### config.mk
export PLATFORM = sky130hd
export DESIGN_NAME = dma_link_ctrl
export DESIGN_NICKNAME = d
export VERILOG_FILES = /design/src/rtl/dma_link_pkg.sv /design/src/rtl/dma_chan_state.sv /design/src/rtl/dma_link_router.sv /design/src/rtl/dma_live_count.sv /design/src/rtl/dma_link_ctrl.sv
export SDC_FILE = /design/constraint.sdc
export NUM_CORES = 1
export LEC_CHECK = 0
export ABC_AREA = 1
export BUFFER_PORTS_ARGS = -buffer_cell sky130_fd_sc_hd__buf_2
export CAP_MARGIN = 20
export CORE_MARGIN = 2
export CORE_UTILIZATION = 45
export CTS_BUF_LIST = sky130_fd_sc_hd__clkbuf_8
export CTS_CLUSTER_DIAMETER = 60
export DETAILED_ROUTE_END_ITERATION = 8
export GPL_TIMING_DRIVEN = 0
export PLACE_DENSITY_LB_ADDON = 0.05
export SETUP_SLACK_MARGIN = 0.02
export SLEW_MARGIN = 20
export SYNTH_ARGS = -nofsm -noshare
export SYNTH_HDL_FRONTEND = slang
export SYNTH_HIERARCHICAL = 1
export SYNTH_SLANG_ARGS = --single-unit
export TNS_END_PERCENT = 1
### constraint.sdc
create_clock -name clk -period 5.45 [get_ports clk]
set_input_delay 0.545 -clock clk [delete_from_list [all_inputs] [get_ports clk]]
set_output_delay 0.545 -clock clk [all_outputs]
set_load 0.05 [all_outputs]
### src/rtl/dma_link_pkg.sv
// Package: shared kinds for the DMA channel status and linking controller.
// Assumes nothing beyond IEEE 1800-2017 packages.
package dma_link_pkg;

    // Kind of link a channel raises when its minor loop ends.
    typedef enum logic [1:0] {
        LK_NONE  = 2'd0,
        LK_MINOR = 2'd1,
        LK_MAJOR = 2'd2
    } link_kind_t;

    // Pick which link fires: the major link on the final iteration, else the minor link.
    function automatic link_kind_t link_pick(input logic is_final,
                                             input logic minor_en,
                                             input logic major_en);
        if (is_final)
            return major_en ? LK_MAJOR : LK_NONE;
        return minor_en ? LK_MINOR : LK_NONE;
    endfunction

endpackage

### src/rtl/dma_chan_state.sv
// Module: status flags, iteration counter and link configuration of one channel.
// Assumes go_i and minor_done_i never coincide, minor_done_i only while active,
// and cfg_we only while the channel is idle with cfg_biter >= 1.
module dma_chan_state
    import dma_link_pkg::*;
#(
    parameter int ITER_W = 9,
    parameter int NB_W   = 16,
    parameter int CH_W   = 3
) (
    input  logic              clk,
    input  logic              rst_n,
    input  logic              cfg_we,
    input  logic [ITER_W-1:0] cfg_biter,
    input  logic [NB_W-1:0]   cfg_nbytes,
    input  logic              cfg_mlink_en,
    input  logic [CH_W-1:0]   cfg_mlink_ch,
    input  logic              cfg_jlink_en,
    input  logic [CH_W-1:0]   cfg_jlink_ch,
    input  logic              go_i,
    input  logic              minor_done_i,
    input  logic              set_start_i,
    output logic              start_o,
    output logic              active_o,
    output logic              done_o,
    output logic [ITER_W-1:0] citer_o,
    output logic [NB_W-1:0]   nbytes_o,
    output logic              link_fire_o,
    output logic [CH_W-1:0]   link_tgt_o
);

    logic [ITER_W-1:0] biter_q;
    logic              mlink_en_q;
    logic [CH_W-1:0]   mlink_ch_q;
    logic              jlink_en_q;
    logic [CH_W-1:0]   jlink_ch_q;
    logic              is_final;
    logic              major_end;
    logic              minor_end;
    link_kind_t        kind;

    // Final iteration marker and end-of-loop events.
    always_comb begin
        is_final  = (citer_o == ITER_W'(1));
        major_end = minor_done_i && is_final;
        minor_end = minor_done_i && !is_final;
        kind      = link_pick(is_final, mlink_en_q, jlink_en_q);
    end

    // Link request towards the router, valid in the minor-loop-end cycle.
    always_comb begin
        link_fire_o = minor_done_i && (kind != LK_NONE);
        link_tgt_o  = (kind == LK_MAJOR) ? jlink_ch_q : mlink_ch_q;
    end

    // Configuration storage.
    always_ff @(posedge clk) begin
        if (!rst_n) begin
            biter_q    <= '0;
            nbytes_o   <= '0;
            mlink_en_q <= 1'b0;
            mlink_ch_q <= '0;
            jlink_en_q <= 1'b0;
            jlink_ch_q <= '0;
        end else if (cfg_we) begin
            biter_q    <= cfg_biter;
            nbytes_o   <= cfg_nbytes;
            mlink_en_q <= cfg_mlink_en;
            mlink_ch_q <= cfg_mlink_ch;
            jlink_en_q <= cfg_jlink_en;
            jlink_ch_q <= cfg_jlink_ch;
        end
    end

    // Current iteration: load on config, count down per minor loop, reload at major end.
    always_ff @(posedge clk) begin
        if (!rst_n)
            citer_o <= '0;
        else if (cfg_we)
            citer_o <= cfg_biter;
        else if (major_end)
            citer_o <= biter_q;
        else if (minor_end)
            citer_o <= citer_o - ITER_W'(1);
    end

    // Start flag: a new request wins over the clear that a begin makes.
    always_ff @(posedge clk) begin
        if (!rst_n)
            start_o <= 1'b0;
        else if (set_start_i)
            start_o <= 1'b1;
        else if (go_i)
            start_o <= 1'b0;
    end

    // Active flag: set on begin, cleared at any minor-loop end.
    always_ff @(posedge clk) begin
        if (!rst_n)
            active_o <= 1'b0;
        else if (go_i)
            active_o <= 1'b1;
        else if (minor_done_i)
            active_o <= 1'b0;
    end

    // Done flag: cleared on begin, set when the major loop ends.
    always_ff @(posedge clk) begin
        if (!rst_n)
            done_o <= 1'b0;
        else if (go_i)
            done_o <= 1'b0;
        else if (major_end)
            done_o <= 1'b1;
    end

    AST_BEGIN_RUNS: assert property (@(posedge clk) disable iff (!rst_n)
        go_i |=> active_o && !done_o);
    AST_ACTIVE_NOT_DONE: assert property (@(posedge clk) disable iff (!rst_n)
        active_o |-> !done_o);
    AST_MINOR_IDLE: assert property (@(posedge clk) disable iff (!rst_n)
        minor_end && !cfg_we |=> !active_o && !done_o && citer_o == $past(citer_o) - ITER_W'(1));
    AST_MAJOR_RELOAD: assert property (@(posedge clk) disable iff (!rst_n)
        major_end && !cfg_we |=> done_o && !active_o && citer_o == $past(biter_q));
    AST_REQUEST_KEPT: assert property (@(posedge clk) disable iff (!rst_n)
        set_start_i |=> start_o);

endmodule

### src/rtl/dma_link_router.sv
// Module: turns per-channel link requests into start-set pulses on target channels.
// Assumes several links may aim at one target; they merge into one request.
module dma_link_router #(
    parameter int N    = 8,
    parameter int CH_W = 3
) (
    input  logic                    clk,
    input  logic                    rst_n,
    input  logic [N-1:0]            fire_i,
    input  logic [N-1:0][CH_W-1:0]  tgt_i,
    output logic [N-1:0]            set_o
);

    // Scatter each firing link onto its target bit.
    always_comb begin
        set_o = '0;
        for (int s = 0; s < N; s++) begin
            if (fire_i[s])
                set_o[tgt_i[s]] = 1'b1;
        end
    end

    AST_LINK_COUNT: assert property (@(posedge clk) disable iff (!rst_n)
        $countones(set_o) <= $countones(fire_i));
    AST_LINK_SOME: assert property (@(posedge clk) disable iff (!rst_n)
        (fire_i != '0) |-> (set_o != '0));

endmodule

### src/rtl/dma_live_count.sv
// Module: working byte count of the channel being executed.
// Assumes a begin and a beat do not occur in the same cycle.
module dma_live_count #(
    parameter int NB_W = 16
) (
    input  logic            clk,
    input  logic            rst_n,
    input  logic            load_i,
    input  logic [NB_W-1:0] load_val_i,
    input  logic            beat_i,
    input  logic [NB_W-1:0] beat_bytes_i,
    output logic [NB_W-1:0] live_o
);

    // Load on begin, then subtract each beat with saturation at zero.
    always_ff @(posedge clk) begin
        if (!rst_n)
            live_o <= '0;
        else if (load_i)
            live_o <= load_val_i;
        else if (beat_i)
            live_o <= (live_o > beat_bytes_i) ? (live_o - beat_bytes_i) : '0;
    end

    AST_LIVE_FALLS: assert property (@(posedge clk) disable iff (!rst_n)
        !load_i |=> live_o <= $past(live_o));
    AST_LIVE_LOAD: assert property (@(posedge clk) disable iff (!rst_n)
        load_i |=> live_o == $past(load_val_i));

endmodule

### src/rtl/dma_link_ctrl.sv
// Module: top of the DMA channel status and linking controller.
// Assumes one channel runs at a time, begin only when none is active,
// beats and minor-loop ends only for the channel begun.
module dma_link_ctrl #(
    parameter int N      = 8,
    parameter int ITER_W = 9,
    parameter int NB_W   = 16,
    localparam int CH_W  = (N > 1) ? $clog2(N) : 1
) (
    input  logic              clk,
    input  logic              rst_n,
    input  logic              cfg_we,
    input  logic [CH_W-1:0]   cfg_ch,
    input  logic [ITER_W-1:0] cfg_biter,
    input  logic [NB_W-1:0]   cfg_nbytes,
    input  logic              cfg_mlink_en,
    input  logic [CH_W-1:0]   cfg_mlink_ch,
    input  logic              cfg_jlink_en,
    input  logic [CH_W-1:0]   cfg_jlink_ch,
    input  logic [N-1:0]      sw_start,
    input  logic [N-1:0]      hw_req,
    input  logic              eng_begin,
    input  logic [CH_W-1:0]   eng_ch,
    input  logic              eng_beat,
    input  logic [NB_W-1:0]   eng_bytes,
    input  logic              eng_minor_done,
    output logic [N-1:0]      svc_req,
    output logic [N-1:0]      st_start,
    output logic [N-1:0]      st_active,
    output logic [N-1:0]      st_done,
    input  logic [CH_W-1:0]   rd_ch,
    output logic [ITER_W-1:0] rd_citer,
    output logic [NB_W-1:0]   rd_nbytes
);

    logic [N-1:0]              link_fire;
    logic [N-1:0][CH_W-1:0]    link_tgt;
    logic [N-1:0]              link_set;
    logic [N-1:0]              set_start;
    logic [N-1:0][ITER_W-1:0]  citer;
    logic [N-1:0][NB_W-1:0]    nbytes_cfg;
    logic [NB_W-1:0]           live;

    // Software pulses and link pulses merge into one request per channel.
    always_comb set_start = sw_start | link_set;

    generate
        for (genvar c = 0; c < N; c++) begin : g_chan
            dma_chan_state #(
                .ITER_W(ITER_W),
                .NB_W  (NB_W),
                .CH_W  (CH_W)
            ) u_chan (
                .clk          (clk),
                .rst_n        (rst_n),
                .cfg_we       (cfg_we && (cfg_ch == CH_W'(c))),
                .cfg_biter    (cfg_biter),
                .cfg_nbytes   (cfg_nbytes),
                .cfg_mlink_en (cfg_mlink_en),
                .cfg_mlink_ch (cfg_mlink_ch),
                .cfg_jlink_en (cfg_jlink_en),
                .cfg_jlink_ch (cfg_jlink_ch),
                .go_i         (eng_begin && (eng_ch == CH_W'(c))),
                .minor_done_i (eng_minor_done && (eng_ch == CH_W'(c))),
                .set_start_i  (set_start[c]),
                .start_o      (st_start[c]),
                .active_o     (st_active[c]),
                .done_o       (st_done[c]),
                .citer_o      (citer[c]),
                .nbytes_o     (nbytes_cfg[c]),
                .link_fire_o  (link_fire[c]),
                .link_tgt_o   (link_tgt[c])
            );
        end
    endgenerate

    dma_link_router #(
        .N   (N),
        .CH_W(CH_W)
    ) u_router (
        .clk    (clk),
        .rst_n  (rst_n),
        .fire_i (link_fire),
        .tgt_i  (link_tgt),
        .set_o  (link_set)
    );

    dma_live_count #(
        .NB_W(NB_W)
    ) u_live (
        .clk          (clk),
        .rst_n        (rst_n),
        .load_i       (eng_begin),
        .load_val_i   (nbytes_cfg[eng_ch]),
        .beat_i       (eng_beat),
        .beat_bytes_i (eng_bytes),
        .live_o       (live)
    );

    // Service requests from pending start flags or peripheral lines of idle channels.
    always_comb svc_req = (st_start | hw_req) & ~st_active;

    // Read port: live byte count for the running channel, stored value otherwise.
    always_comb begin
        rd_citer  = citer[rd_ch];
        rd_nbytes = st_active[rd_ch] ? live : nbytes_cfg[rd_ch];
    end

    AST_ONE_RUNNING: assert property (@(posedge clk) disable iff (!rst_n)
        $onehot0(st_active));
    AST_SW_START_SETS: assert property (@(posedge clk) disable iff (!rst_n)
        sw_start[0] |=> st_start[0]);
    AST_RUNNING_NO_REQ: assert property (@(posedge clk) disable iff (!rst_n)
        (svc_req & st_active) == '0);

endmodule

==> results.txt, run 1 <==
DIE AREA: 51900 um^2
crit path capture type: register
Via density: 5.49
RePlAce Congestion: 0.957
# port buffers: 133
multi-input logic area: 12900 um^2
yosys warns: 6
Setup violations, final: 0
startpoint types: input pin
Slew HR: 30.9%
R2R setup slack: 2.62 ns
cell mode on critical path: nand2_1
cts hold-fix bufs: 0
worst r2r src: g_chan[6].u_chan/citer_o[0]
CP max FO: 10
placed inst area: 24100 um^2
Die W: 228 um
Power Dens Cells: 284 nW/um^2
pre-CTS WS: 1.06 ns
R2R depth: 16
DR WL/cell: 20.6 um
Synth Cell Area: 22500 um^2
origin of the worst min-delay path: sw_start[3]
GRT overflow: 0
RSZ-0062 raised after global routing: no
TritonRoute pass-1 iters: 6
met1 Use GR: 47.2%
Worst Hold Path Cells: 4
Clock Path Buffers: 3
crit path time final: 3.53 ns
Leak: 12.6 nW
final instance area: 25600 um^2
Fin Clk Skew: 0.0386 ns
HPWL after DPL: 70800 um
vias: 24900
die height: 228 um
Post-Route WL: 93500 um
final period utilization: 64.8%
M2 GR Usage: 53.7%
critical path type: input pin to register
post-CTS setup repair buffer count: 0
slack of the critical path: 1.92 ns
Final #Nets: 3914
largest net degree at the start of global routing: 18
FMAX: 283 MHz
core box area: 49800 um^2
CP Depth: 15
Syn Nets: 3705
CP max stage delay: 0.75 ns
post-detailed-route DRC marker count: 0
io pins: 137
final std cells w/o fill: 4527
Worst Hold End: g_chan[3].u_chan/start_o
Yosys cell types: 43
Hold WS: 0.165 ns
Synth Register Bits: 376
number of max-cap violations: 0
cts repair resizes: 0
WP buf/inv: 5
# clock sinks: 376
Area growth syn-to-layout: 13.7%
CP Data Required Time: 6.06 ns
setup TNS: 0 ns
most frequent cells in the layout: 950 x nand2_1, 626 x nor2_1, 383 x inv_1
worst hold-check path type: input pin to register
FF/Latch Area: 7530 um^2
final hold viol count: 0
layout cells sized above 1: 12.8%
Initial Util: 45.3%
Num CTS Buffers: 73
Pins Over Slew Limit: 0
R2R Path End: g_chan[3].u_chan/start_o
Tot GR Track Use: 35.0%
register area share after synthesis: 33.4%
initial drt markers: 2516
post-route core utilization: 51.5%
Mapped Cells: 3592
grt peak-use layer: met2
CP arrival: 4.13 ns
Fill cells: 5211
vias in the first global route: 22800
overall power: 7.27 mW
global-route wire length before repair: 139000 um
Least-Margin Pin Slew: 1.04 ns
placed cells: 4398
family with the most delay on the worst path: buffers and inverters
DRT antenna net count: 0
commonest non-fill, non-tap cell in the layout: nand2_1
Rows: 82
CP max-delay cell: nor3_2
number of H-tree levels: 3
met3 GRT Util: 8.03%
CTS tree: yes
clk root buf: clkbuf_8
Reg clk slew, reported paths: 0.06 ns
clk_lat worst skew: 0.69 ns
initial antenna violation count: 3
critical path cell sequence: clkbuf_1 > inv_1 > clkbuf_1 > nor3_2 > inv_1 > a21oi_1 > nand2_1 > inv_1 > nand2_1 > nand2_1 > nor2_1 > nand2_1 > or2_2 > a21oi_1 > nor2_1
status: finished clean
VDD IR max: 192 uV
Mean Syn Cell Area: 6.28 um^2
## worst max-delay path by stage
stage / start / slack [ns] / to
after detailed placement: eng_ch[2] / 1.06 / g_chan[5].u_chan/start_o
after CTS: eng_ch[2] / 1.79 / g_chan[5].u_chan/start_o
after global routing: eng_ch[2] / 1.78 / g_chan[7].u_chan/start_o
final: eng_ch[2] / 1.92 / g_chan[5].u_chan/start_o
after global placement: eng_ch[1] / 0.92 / g_chan[0].u_chan/start_o
after floorplan: eng_ch[2] / 2.55 / g_chan[2].u_chan/start_o
## cells by family (layout without fill, tap and decap cells)
| kind of cell | count (synthesis) | after routing | share of synthesized area, % |
|---|---|---|---|
| muxes | 24 | 24 | 1.60 |
| DFF | 376 | 376 | 33.4 |
| adders and majority gates | 33 | 33 | 1.86 |
| AOI/OAI and AO/OA | 622 | 622 | 14.8 |
| xor gates and xnor gates | 22 | 22 | 0.855 |
| buffers and inverters | 540 | 802 | 9.70 |
| other | 0 | 1 | 0 |
| and+or+nand+nor | 1975 | 1975 | 37.8 |
## cells in the mapped netlist, drive strengths merged
master / number / share of area (%)
a21boi: 32 / 1.1
a21oi: 235 / 5.4
a22oi: 30 / 1.0
a31oi: 8 / 0.22
and2: 4 / 0.11
buf: 86 / 2.0
clkbuf: 64 / 1.1
clkinv: 9 / 0.15
dfxtp: 376 / 33
dlygate4sd1: 1 / 0.039
dlymetal6s2s: 1 / 0.055
fa: 1 / 0.089
ha: 32 / 1.8
inv: 379 / 6.3
mux2: 24 / 1.6
nand2: 1009 / 18
nand3: 192 / 4.5
nand3b: 4 / 0.13
nand4: 66 / 1.8
nor2: 664 / 12
nor3: 24 / 0.53
o21ai: 299 / 6.6
o22ai: 18 / 0.50
or2: 12 / 0.33
xnor2: 8 / 0.31
xor2: 14 / 0.54
## flip-flops by register name, summed over array words and instances, names as in the netlist
signal,flops
g_chan.u_chan/start_o,8
g_chan.u_chan/mlink_en_q,8
g_chan.u_chan/mlink_ch_q,24
g_chan.u_chan/jlink_ch_q,24
g_chan.u_chan/done_o,8
g_chan.u_chan/biter_q,72
g_chan.u_chan/jlink_en_q,8
u_live/live_o,16
g_chan.u_chan/citer_o,72
g_chan.u_chan/nbytes_o,128
g_chan.u_chan/active_o,8
## layer usage
layer  part of all wire [%]  vias up
met5                      0        -
met4                    4.3        0
met3                    9.6      232
met2                     43     1156
met1                     43    11600
li1                       -    11900
## area by class of cell
type                       instances  share of cell area (%)
multi-input combinational       2676                    50.2
clock buffer                      94                    5.05
clock inverter                    34                   0.951
timing repair buffer             134                    2.63
sequential                       376                    29.4
antenna                            1                 0.00976
buffer                           152                    2.85
inverter                         388                    5.68
tap                              672                    3.28
## worst min-delay path: cells and delay by family
kind	cells	cell delay, ns
AOI/OAI and AO/OA	1	0.03
buffers and inverters	1	0.07
and+or+nand+nor	2	0.16
## power breakdown
part | internal (mW) | total (mW) | switching (mW)
clock | 1.69 | 3.03 | 1.34
combinational | 0.361 | 1.28 | 0.923
sequential | 2.85 | 2.96 | 0.105
total | 4.90 | 7.27 | 2.37
(Power assumes the default switching activity.)
==> run 2: changes to the inputs <==
Clock period 5.45 ns to 2.9 ns, I/O delays scaled along.
==> results.txt, run 2 (synthesis results as in run 1) <==
CP max FO: 10
startpoint types: input pin
crit path capture type: register
final period utilization: 97.0%
Reg clk slew, reported paths: 0.06 ns
Leak: 12.7 nW
initial antenna violation count: 2
FMAX: 355 MHz
Clock Path Buffers: 3
number of max-cap violations: 0
vias: 25000
global-route wire length before repair: 139000 um
R2R setup slack: 0.15 ns
Die W: 228 um
slack of the critical path: 0.0859 ns
post-detailed-route DRC marker count: 0
crit path time final: 2.81 ns
CP max stage delay: 0.58 ns
critical path type: input pin to register
critical path cell sequence: buf_2 > nor2_1 > buf_2 > inv_1 > nor3_2 > inv_1 > a21oi_1 > inv_1 > nor2_1 > nand2_1 > nand3_1 > nor2_1 > nand2_1 > or2_2 > a21oi_1 > nor2_1
GRT overflow: 0
Power Dens Cells: 528 nW/um^2
Hold WS: 0.0472 ns
# clock sinks: 376
largest register by flop count: g_chan.u_chan/nbytes_o
Rows: 82
Tot GR Track Use: 35.1%
largest net degree at the start of global routing: 18
commonest non-fill, non-tap cell in the layout: nand2_1
DRT antenna net count: 0
Area growth syn-to-layout: 15.1%
core box area: 49800 um^2
layout cells sized above 1: 12.9%
worst hold-check path type: input pin to register
CTS tree: yes
DIE AREA: 51900 um^2
# port buffers: 133
Final #Nets: 3939
CP max-delay cell: nor3_2
most frequent cells in the layout: 950 x nand2_1, 626 x nor2_1, 383 x inv_1
initial drt markers: 2491
Least-Margin Pin Slew: 1.00 ns
HPWL after DPL: 70800 um
WP buf/inv: 5
Initial Util: 45.3%
Largest register FFs: 128
final hold viol count: 0
vias in the first global route: 23000
clk_lat worst skew: 0.68 ns
die height: 228 um
Fin Clk Skew: 0.0335 ns
Pins Over Slew Limit: 0
overall power: 13.7 mW
Via density: 5.48
CP Data Required Time: 3.50 ns
biggest regs: g_chan.u_chan/nbytes_o: 128 flops, g_chan.u_chan/biter_q: 72 flops, g_chan.u_chan/citer_o: 72 flops
family with the most delay on the worst path: simple AND/OR/NAND/NOR gates
Fill cells: 5184
VDD IR max: 363 uV
cell mode on critical path: nor2_1
clk root buf: clkbuf_8
io pins: 137
pre-CTS WS: -1.23 ns
RSZ-0062 raised after global routing: yes
Setup violations, final: 0
CP arrival: 3.42 ns
number of H-tree levels: 3
Num CTS Buffers: 73
RePlAce Congestion: 0.957
Post-Route WL: 93800 um
TritonRoute pass-1 iters: 6
DR WL/cell: 20.6 um
Slew HR: 33.1%
status: finished clean
[run 2: final timing paths]
check	from	end	cells past startpoint
setup / recovery	eng_ch[0]	g_chan[6].u_chan/start_o	16
hold reg to reg	g_chan[0].u_chan/biter_q[0]	g_chan[0].u_chan/biter_q[0]	2
setup reg to reg	g_chan[6].u_chan/citer_o[1]	g_chan[3].u_chan/start_o	17
hold / removal	cfg_jlink_ch[2]	g_chan[5].u_chan/jlink_ch_q[2]	3
[run 2: per-layer routing]
layer / wire length, um / up-vias / GRT usage (%)
met4: 3910 / 0 / 14.9
met5: 0 / - / 0
met1: 40400 / 11600 / 47.3
met3: 8990 / 218 / 8.04
met2: 40500 / 1185 / 54.0
li1: - / 11900 / -
[run 2: what timing repair did]
item / CTS / global route
hold buffers: 24 / 0
resized for setup: 7 / 9
pin swaps: 0 / 1
hold endpoints to repair: 116 / 0
setup endpoints to repair: 8 / 12
buffers inserted: 0 / 1
[run 2: power by group]
| group | leakage [nW] | total (mW) | internal (mW) | switching (mW) |
|---|---|---|---|---|
| Clock | 0.862 | 5.70 | 3.18 | 2.52 |
| Combinational | 8.82 | 2.44 | 0.702 | 1.74 |
| Sequential | 3.06 | 5.56 | 5.36 | 0.199 |
[run 2: worst register-to-register path, stage by stage (launching register included)]
cell,delay [ns]
dfxtp_1,0.34
inv_1,0.08
ha_1,0.17
inv_1,0.06
nor2_1,0.11
nand2_2,0.10
nor2_8,0.22
nand2_4,0.11
mux2_4,0.34
nand2_1,0.07
inv_1,0.06
nand2_1,0.07
nand2_1,0.06
nor2_1,0.18
nand2_1,0.17
or2_2,0.32
a21oi_1,0.11
nor2_1,0.05
[run 2: layout make-up]
type | count | area, um^2 | area share (%)
clock buffers | 94 | 1290 | 4.99
repair buffers | 159 | 921 | 3.55
inverters | 388 | 1460 | 5.61
flip-flops and latches | 376 | 7530 | 29.0
clock inverters | 34 | 244 | 0.940
well taps | 672 | 841 | 3.24
diodes | 1 | 2.50 | 0.00965
plain buffers | 152 | 736 | 2.84
multi-input cells | 2676 | 12900 | 49.8
[run 2: through the flow]
| stage | area (um^2) | util [%] | cells | TNS (ns) |
|---|---|---|---|---|
| after floorplan | 22500 | - | 3592 | 0 |
| after global placement | 24100 | 48.3 | 4397 | -29.79 |
| after detailed placement | 24100 | 48.4 | 4398 | -17.72 |
| after CTS | 25900 | 52.0 | 4550 | 0 |
| after global routing | 25900 | 52.1 | 4551 | -0.112 |
| final | 25900 | 52.1 | 4552 | 0 |
